--- config.mk ---
export PLATFORM = sky130hd
export DESIGN_NAME = imm_exec_unit
export DESIGN_NICKNAME = d
export VERILOG_FILES = /design/src/rtl/imm_exec_pkg.sv /design/src/rtl/imm_decode.sv /design/src/rtl/imm_alu.sv /design/src/rtl/imm_regfile.sv /design/src/rtl/imm_exec_unit.sv
export SDC_FILE = /design/constraint.sdc
export NUM_CORES = 2
export LEC_CHECK = 0
export BUFFER_PORTS_ARGS = -buffer_cell sky130_fd_sc_hd__buf_4
export CORE_ASPECT_RATIO = 0.8
export CORE_MARGIN = 4
export CORE_UTILIZATION = 35
export CTS_CLUSTER_SIZE = 20
export DETAILED_ROUTE_END_ITERATION = 10
export GPL_TIMING_DRIVEN = 1
export MAX_ROUTING_LAYER = met4
export PLACE_DENSITY = 0.53
export SLEW_MARGIN = 20
export SYNTH_ARGS = -nofsm -noshare
export SYNTH_HDL_FRONTEND = slang
export SYNTH_SLANG_ARGS = --single-unit
--- constraint.sdc ---
create_clock -name clk -period 6.1 [get_ports clk]
set_clock_uncertainty 0.1 [all_clocks]
set_input_delay 0.305 -clock clk [delete_from_list [all_inputs] [get_ports clk]]
set_output_delay 0.305 -clock clk [all_outputs]
set_load 0.02 [all_outputs]
--- src/rtl/imm_exec_pkg.sv ---
// Shared constants and types for the register-immediate execute unit.
// Assumes a 32-bit instruction word with the fixed I-type field layout.
package imm_exec_pkg;

    localparam int INSTR_W   = 32;
    localparam int IMM_W     = 12;
    localparam int OPC_W     = 7;
    localparam int F3_W      = 3;

    localparam logic [OPC_W-1:0] OPC_REG_IMM = 7'b0010011;

    localparam logic [F3_W-1:0] F3_ADD  = 3'b000;
    localparam logic [F3_W-1:0] F3_SLT  = 3'b010;
    localparam logic [F3_W-1:0] F3_SLTU = 3'b011;
    localparam logic [F3_W-1:0] F3_XOR  = 3'b100;
    localparam logic [F3_W-1:0] F3_OR   = 3'b110;
    localparam logic [F3_W-1:0] F3_AND  = 3'b111;

    // Operation selected for the arithmetic/logic stage.
    typedef enum logic [2:0] {
        OP_ADD,
        OP_SLT,
        OP_SLTU,
        OP_XOR,
        OP_OR,
        OP_AND
    } alu_op_e;

endpackage

--- src/rtl/imm_decode.sv ---
// Field extraction and operation select for one instruction word.
// Purely combinational; assumes the instruction is stable for the cycle.
module imm_decode
    import imm_exec_pkg::*;
#(
    parameter int XLEN   = 32,
    parameter int REG_AW = 5
) (
    input  logic [INSTR_W-1:0] instr,
    output logic               legal,
    output alu_op_e            op,
    output logic [REG_AW-1:0]  rd,
    output logic [REG_AW-1:0]  rs1,
    output logic [XLEN-1:0]    imm
);

    localparam int EXT_W = XLEN - IMM_W;

    logic [F3_W-1:0] f3;

    // Fixed field positions of the immediate format.
    assign rd  = instr[7 +: REG_AW];
    assign rs1 = instr[15 +: REG_AW];
    assign f3  = instr[14:12];

    // Sign extension copies instruction bit 31 into all upper bits.
    assign imm = {{EXT_W{instr[31]}}, instr[31:20]};

    // Maps the function code to an operation and flags unhandled words.
    always_comb begin
        legal = (instr[OPC_W-1:0] == OPC_REG_IMM);
        op    = OP_ADD;
        unique case (f3)
            F3_ADD:  op = OP_ADD;
            F3_SLT:  op = OP_SLT;
            F3_SLTU: op = OP_SLTU;
            F3_XOR:  op = OP_XOR;
            F3_OR:   op = OP_OR;
            F3_AND:  op = OP_AND;
            default: legal = 1'b0;
        endcase
    end

endmodule

--- src/rtl/imm_alu.sv ---
// Result computation for the six register-immediate operations.
// Combinational; assumes both operands are already full width.
module imm_alu
    import imm_exec_pkg::*;
#(
    parameter int XLEN = 32
) (
    input  alu_op_e         op,
    input  logic [XLEN-1:0] a,
    input  logic [XLEN-1:0] b,
    output logic [XLEN-1:0] y
);

    logic lt_signed;
    logic lt_unsigned;

    // Both comparisons are formed once and selected below.
    assign lt_signed   = ($signed(a) < $signed(b));
    assign lt_unsigned = (a < b);

    // Selects the result; the add wraps with the carry discarded.
    always_comb begin
        unique case (op)
            OP_ADD:  y = a + b;
            OP_SLT:  y = {{(XLEN-1){1'b0}}, lt_signed};
            OP_SLTU: y = {{(XLEN-1){1'b0}}, lt_unsigned};
            OP_XOR:  y = a ^ b;
            OP_OR:   y = a | b;
            OP_AND:  y = a & b;
            default: y = '0;
        endcase
    end

endmodule

--- src/rtl/imm_regfile.sv ---
// Integer register file: combinational source and debug reads, one write per edge.
// Entry 0 has no storage and always reads zero; synchronous active-low reset.
module imm_regfile #(
    parameter int XLEN   = 32,
    parameter int NREGS  = 32,
    parameter int REG_AW = $clog2(NREGS)
) (
    input  logic              clk,
    input  logic              rst_n,
    input  logic              we,
    input  logic [REG_AW-1:0] waddr,
    input  logic [XLEN-1:0]   wdata,
    input  logic [REG_AW-1:0] raddr,
    output logic [XLEN-1:0]   rdata,
    input  logic [REG_AW-1:0] dbg_addr,
    output logic [XLEN-1:0]   dbg_data
);

    logic [XLEN-1:0] rows [NREGS];

    for (genvar g = 0; g < NREGS; g++) begin : g_row
        if (g == 0) begin : g_zero
            // Register 0 is a constant zero; writes to it fall away.
            assign rows[g] = '0;
        end else begin : g_store
            logic [XLEN-1:0] q;
            // Clears on reset, otherwise captures the write aimed at this entry.
            always_ff @(posedge clk) begin
                if (!rst_n)
                    q <= '0;
                else if (we && (waddr == REG_AW'(g)))
                    q <= wdata;
            end
            assign rows[g] = q;
        end
    end

    // Both read ports see the value held before the coming edge.
    assign rdata    = rows[raddr];
    assign dbg_data = rows[dbg_addr];

endmodule

--- src/rtl/imm_exec_unit.sv ---
// Top of the register-immediate execute unit: decode, operate, write back.
// Assumes instr and instr_valid are held stable across the sampling edge.
module imm_exec_unit
    import imm_exec_pkg::*;
#(
    parameter int XLEN   = 32,
    parameter int NREGS  = 32,
    parameter int REG_AW = $clog2(NREGS)
) (
    input  logic              clk,
    input  logic              rst_n,
    input  logic              instr_valid,
    input  logic [INSTR_W-1:0] instr,
    input  logic [REG_AW-1:0] dbg_addr,
    output logic [XLEN-1:0]   dbg_data,
    output logic              illegal
);

    logic              dec_legal;
    alu_op_e           dec_op;
    logic [REG_AW-1:0] dec_rd;
    logic [REG_AW-1:0] dec_rs1;
    logic [XLEN-1:0]   dec_imm;
    logic [XLEN-1:0]   rs1_val;
    logic [XLEN-1:0]   alu_y;
    logic              wr_en;
    logic              illegal_q;

    imm_decode #(.XLEN(XLEN), .REG_AW(REG_AW)) u_dec (
        .instr (instr),
        .legal (dec_legal),
        .op    (dec_op),
        .rd    (dec_rd),
        .rs1   (dec_rs1),
        .imm   (dec_imm)
    );

    imm_alu #(.XLEN(XLEN)) u_alu (
        .op (dec_op),
        .a  (rs1_val),
        .b  (dec_imm),
        .y  (alu_y)
    );

    // A write happens only for a strobed, handled instruction.
    assign wr_en = instr_valid && dec_legal;

    imm_regfile #(.XLEN(XLEN), .NREGS(NREGS), .REG_AW(REG_AW)) u_rf (
        .clk      (clk),
        .rst_n    (rst_n),
        .we       (wr_en),
        .waddr    (dec_rd),
        .wdata    (alu_y),
        .raddr    (dec_rs1),
        .rdata    (rs1_val),
        .dbg_addr (dbg_addr),
        .dbg_data (dbg_data)
    );

    // Registers the one-cycle flag for a strobed but unhandled word.
    always_ff @(posedge clk) begin
        if (!rst_n)
            illegal_q <= 1'b0;
        else
            illegal_q <= instr_valid && !dec_legal;
    end

    assign illegal = illegal_q;

endmodule

# After elaboration in Yosys (flattened, before gate mapping)
# Cells that the tools add are included.
[word_totals]
register_bits = 993
inputBits = 40
out_inout_bits = 33
word_cells = 130
[classes]
n_addsub = 1
order_cmp = 4
eq_ne = 42
n_mux = 9
bitwise = 5
n_reduce_logical = 37
[ops]
columns = ["cell", "count"]
rows = [
  ["binary-select mux 32 bit (select 5 bit)", 2],
  ["one-hot mux 32 bit (6 select lines)", 1],
  ["2-to-1 mux 32 bit", 4],
  ["== test 5 bit (second input constant)", 16],
  ["== test 5 x 4 -> 1 bit (second input constant)", 8],
  ["logical AND 1 bit", 33],
  ["adder 32 bit", 1],
  ["bitwise AND 32 bit", 1],
  ["< comparator 32 x 12 -> 1 bit", 1],
  ["< comparator 32 bit", 1],
  ["bitwise OR 32 bit", 1],
  ["bitwise XOR 32 bit", 1],
  ["== test 5 x 3 -> 1 bit (second input constant)", 4],
  ["== test 3 bit (second input constant)", 5],
  ["one-hot mux 3 bit (5 select lines)", 1],
  ["== test 3 x 2 -> 1 bit (second input constant)", 4],
  [">= comparator 6 bit (second input constant)", 2],
  ["inverter 5 -> 6 bit", 2],
  ["== test 5 x 2 -> 1 bit (second input constant)", 2],
  ["== test 7 x 5 -> 1 bit (second input constant)", 1],
  ["zero test 3 bit", 2],
  ["OR reduction 6 bit", 1],
  ["== test 5 x 1 -> 1 bit (second input constant)", 1],
  ["== test 3 x 1 -> 1 bit (second input constant)", 1],
  ["2 further kinds", 2],
]

# Logic depth before layout (Yosys ltp)
[logic_depth]
depth_word = 6
mapped_depth = 19
mapped_depth_nobuf = 15

# Hierarchy
# A second synthesis with hierarchy kept.
[hier_totals]
hier_cells = 7252
area_unflattened_um2 = 58347.2
[by_module_without_submodules]
columns = ["mod", "n_inst", "cells_each", "area_each_um2", "seq_area_each_um2"]
rows = [
  ["imm_regfile", 1, 6580, 53849.1, 19859.0],
  ["imm_alu", 1, 617, 4066.4, 0.0],
  ["imm_decode", 1, 52, 395.4, 0.0],
  ["imm_exec_unit", 1, 3, 36.3, 20.0],
]

# Least setup slack after synthesis
# OpenSTA, ideal clock, no wires.
[synth_path]
kind = "input-to-reg"
from = "input port instr[15]"
to = "register u_rf.g_row[10].g_store.q[30]"
setup_ns = 0.123
arrival_time_ns = 5.013
path_slack_ns = 0.865
stages = 18
path_buffers = 4
path_cell_list = "clkbuf_1 clkbuf_1 buf_1 mux4_2 mux4_2 mux2i_1 inv_1 ha_1 fa_1 a211oi_2 o21bai_1 o211ai_1 nand3_1 a31oi_1 o31ai_1 a211oi_1 clkbuf_2 o21ai_0"
[synth_via]
elab_chain_cells = 6
word_cells_on_any_way = 9
classes_between = "add/sub (1); mux (4); bitwise (4)"
[synth_rtl]
columns = ["item", "line_no", "source"]
rows = [
  ["from (decl)", "imm_exec_unit.sv:13", "input logic [INSTR_W-1:0] instr,"],
  ["inverter 5 -> 6 bit (implied by the code) *", "imm_regfile.sv:39", "assign rdata = rows[raddr];"],
  ["binary-select mux 32 bit (select 5 bit) *", "imm_regfile.sv:39", ""],
  ["2-to-1 mux 32 bit (implied by the code) * (2 in series)", "imm_regfile.sv:39", ""],
  ["adder 32 bit, or another cell as far along", "imm_alu.sv:24", "OP_ADD: y = a + b;"],
  ["one-hot mux 32 bit (6 select lines) *", "imm_alu.sv:23", "unique case (op)"],
  ["to (signal assigned)", "imm_regfile.sv:32", "q <= wdata;"],
  ["to (decl)", "imm_regfile.sv:26", "logic [XLEN-1:0] q;"],
]
# Mark *: on every way between the ends. The rest lies on a longest branch, timed or not. The select of a mux whose other input is x is not followed.
# A chain may end at the register's enable or synchronous reset.

# Worst setup path after layout
[layout_path]
from = "input port instr[15]"
to = "register u_rf.g_row[6].g_store.q[0]"
[layout_via]
elab_chain_cells = 6
word_cells_on_any_way = 11
classes_between = "add/sub (1); order compare (2); mux (4); bitwise (4)"
[layout_rtl]
columns = ["item", "line_no"]
rows = [
  ["inverter 5 -> 6 bit (implied by the code) *", "imm_regfile.sv:39"],
  ["binary-select mux 32 bit (select 5 bit) *", "imm_regfile.sv:39"],
  ["2-to-1 mux 32 bit (implied by the code) * (2 in series)", "imm_regfile.sv:39"],
  ["adder 32 bit, or another cell as far along", "imm_alu.sv:24"],
  ["one-hot mux 32 bit (6 select lines) *", "imm_alu.sv:23"],
  ["to (signal assigned)", "imm_regfile.sv:32"],
  ["to (decl)", "imm_regfile.sv:26"],
]
# Marked as above.

==> flow_summary.ini <==
[status]
status = completed

[clock_network]
clk_pin_slew_worst_paths_ns = 0.06
root_buffer = clkbuf_16
cts_buffers = 105
cts_buffer_depth = 3
clk_latency_ns = 0.77
post-cts-setup-buffers = 0
cts_resized = 0
tritoncts = done
h-tree-depth = 3
cts.sinks = 993

[floorplan]
die_w_um = 449.9
die_h_um = 361.5
rows = 129
die_area_sq_um = 162600
start_util_pct = 35.28
io_pins = 73
coreArea_sq_um = 154900

[worst_setup_path]
worstReg2RegStart = u_rf.g_row[27].g_store.q[0]
crit_required_ns = 6.59
crit_path_max_fanout = 47
cp-end-kind = flop
arrival_ns = 5.55
crit_type = in -> reg
critPathLaunchType = primary input
cp_top_family = multiplexers
path_buf_inv = 3
cp-startpoint = instr[15]
max_stage_delay_ns = 0.57
cp_cell_sequence = buf_8 -> buf_4 -> mux4_2 -> mux4_2 -> mux2i_1 -> ha_1 -> nor4_1 -> nand2_1 -> nor2_1 -> o21ai_0 -> o2111ai_1 -> xor2_1 -> a41oi_2 -> buf_4 -> o21ai_0
cp_slowest_cell = mux4_2

[logic_synthesis]
syn_inst = 5172
synth_edf_count = 0
netlist_area_sq_um = 54670
synth_top_area_share_pct = 36.36
synth-async-reset-ratio_pct = 0
yosys_register_bits = 993
synth_most_common_cell = dfxtp_1
yosysTopAreaCell = dfxtp_1
synth_top_flop_cell = dfxtp_1
netlist_top_cells_area = dfxtp_1, mux4_2, o211a_1, nand2_1, clkbuf_1
ys_top_cells_by_count = dfxtp_1, nand2_1, mux4_2
synth_cell_types = 79
synthesis.nets = 5335
yosysWarningCount = 0
seq_area_frac_synth_pct = 36.36
avgSynthCellArea_sq_um = 10.57

[timing]
finalMaxSlewViolations = 0
worst_slack_ns = 1.042
relSlewSlack_pct = 21.57
min_period_ns = 5.058
grt_setup_unrepaired = false
hold_viol_final = 0
tightest_slew_ns = 1.176
finalSetupTns_ns = 0
finalCritPeriodShare_pct = 82.92
setup_viol = 0
fmax_mhz = 197.7

[cells_and_area]
fin_util_pct = 39.39
area_growth_pct = 11.64
nets = 5071
fin_area_sq_um = 61040
drive_gt1_share_pct = 23.38

[placed_design]
dpl_cell_area_sq_um = 57390
dp_slack_ns = 0.3744
io_buffers = 72
post-dp-hpwl_um = 110900
globalplace.congestion = 0.8667

[min_path]
min_from = instr[9]
min_path_type = in -> reg

[drt]
post_drt_wl_per_cell_um = 27.21
num_vias = 42920
drtIter0Drc = 4612
drtPass1Iterations = 8
avgViaCountPerCell = 6.104
detail-route-antenna-nets = 0
routed_wl_um = 191300
drc_errors = 0

[grt]
antenna_found_initial = 2
grt_pass1_wl_um = 281400
grt_max_degree = 243
grt_util_all_layers_pct = 23.50
grt_pass1_vias = 40820
overflow = 0

[job]
max_cap_viol_count = 0

[power]
leakagePower_uw = 0.02814
powerDensity_nw_per_um2 = 235.4
ir_drop_mv = 0.2135
[worst reg2reg max path, stage by stage, from the launching register on]
cell and delay (ns):
dfxtp_1 0.33, mux4_2 0.50, mux4_2 0.53, mux2i_1 0.17
buf_4 0.18, inv_1 0.05, ha_1 0.26, fa_1 0.47
a211oi_2 0.27, o21bai_1 0.16, o211ai_1 0.44, a31oi_1 0.20
o311a_1 0.35, a2111oi_4 0.35, buf_12 0.24, nand2_1 0.11
a21boi_0 0.24
[repair_timing]
item	4_1_cts	5_1_grt
endpoints found under the setup margin	0	0
hold endpoints to repair	16	0
hold buffers	5	0
[sequential cells by signal, summed over array words and instances, names as in the netlist]
register / flops
illegal: 1
u_rf.g_row.g_store.q: 992
[logic make-up (layout without fill, tap and decap cells)]
| group | after synthesis | after routing | share of synthesized area [%] |
|---|---|---|---|
| AOI/OAI and AO/OA | 1464 | 1464 | 20.32 |
| xor gates and xnor gates | 16 | 16 | 0.2563 |
| adders and majority gates | 123 | 123 | 2.829 |
| buffers and inverters | 668 | 495 | 4.728 |
| DFF | 993 | 993 | 36.36 |
| muxes | 705 | 705 | 26.32 |
| other | 0 | 2 | 0 |
| and+or+nand+nor | 1203 | 1203 | 9.184 |
[layout make-up]
cell class	count	area, sq um
Sequential cell	993	19880
Timing Repair Buffer	229	2202
Multi-Input combinational cell	3511	32570
Clock buffer	144	2975
Inverter	68	255.2
Fill cell	14930	93910
Clock inverter	54	613.1
Antenna cell	2	5.005
Tap cell	2030	2540
[metrics by stage]
step                hold slack, ns  power, uW  cells
finish                     0.08854      14370   7031
floorplan                   0.3188       7341   5172
CTS                        0.02763      14480   7029
global placement            0.3476       7739   6826
global route               0.08965      14800   7031
detailed placement          0.3582       7741   6826
[power breakdown]
group	switching (uW)	total, uW	internal [uW]
registers	0.730	6480	6480
logic	778	1120	339
clock network	2940	6760	3820
[final timing paths]
check / to / slack [ns] / depth (start not counted)
setup / recovery: u_rf.g_row[6].g_store.q[0] / 1.04 / 15
hold / removal: u_rf.g_row[16].g_store.q[22] / 0.09 / 3
setup reg to reg: u_rf.g_row[21].g_store.q[24] / 1.04 / 16
hold reg to reg: u_rf.g_row[18].g_store.q[26] / 0.37 / 2
[routing by layer]
metal / share of wire (%) / wire, um / vias to the layer above / GRT usage (%)
li1: - / - / 19110 / -
met1: 45 / 85560 / 21900 / 32.26
met2: 45 / 85500 / 1598 / 35.25
met3: 7.5 / 14340 / 309 / 4.588
met4: 3.1 / 5903 / 0 / 6.928
met5: 0 / 0 / - / -
[layout by cell type, fill, tap and decap left out, types with 12 or more instances in the layout]
cell type,n
dfxtp_1,993
nand2_1,817
mux4_2,576
o211a_1,561
o21ai_0,320
nand3_1,235
buf_4,183
a21oi_1,149
ha_1,122
clkbuf_16,106
mux2_2,96
o21ai_1,94
a31oi_1,73
inv_1,65
a22o_1,64
a21boi_0,50
nor2_1,47
buf_12,34
mux2i_1,32
clkinv_2,31
o21ai_2,27
nor2_4,24
clkbuf_1,20
clkbuf_8,18
a211oi_1,15
a21boi_1,15
a21o_1,14
nor3_1,14
o21bai_1,13
a22oi_2,12
(Power assumes the default switching activity.)
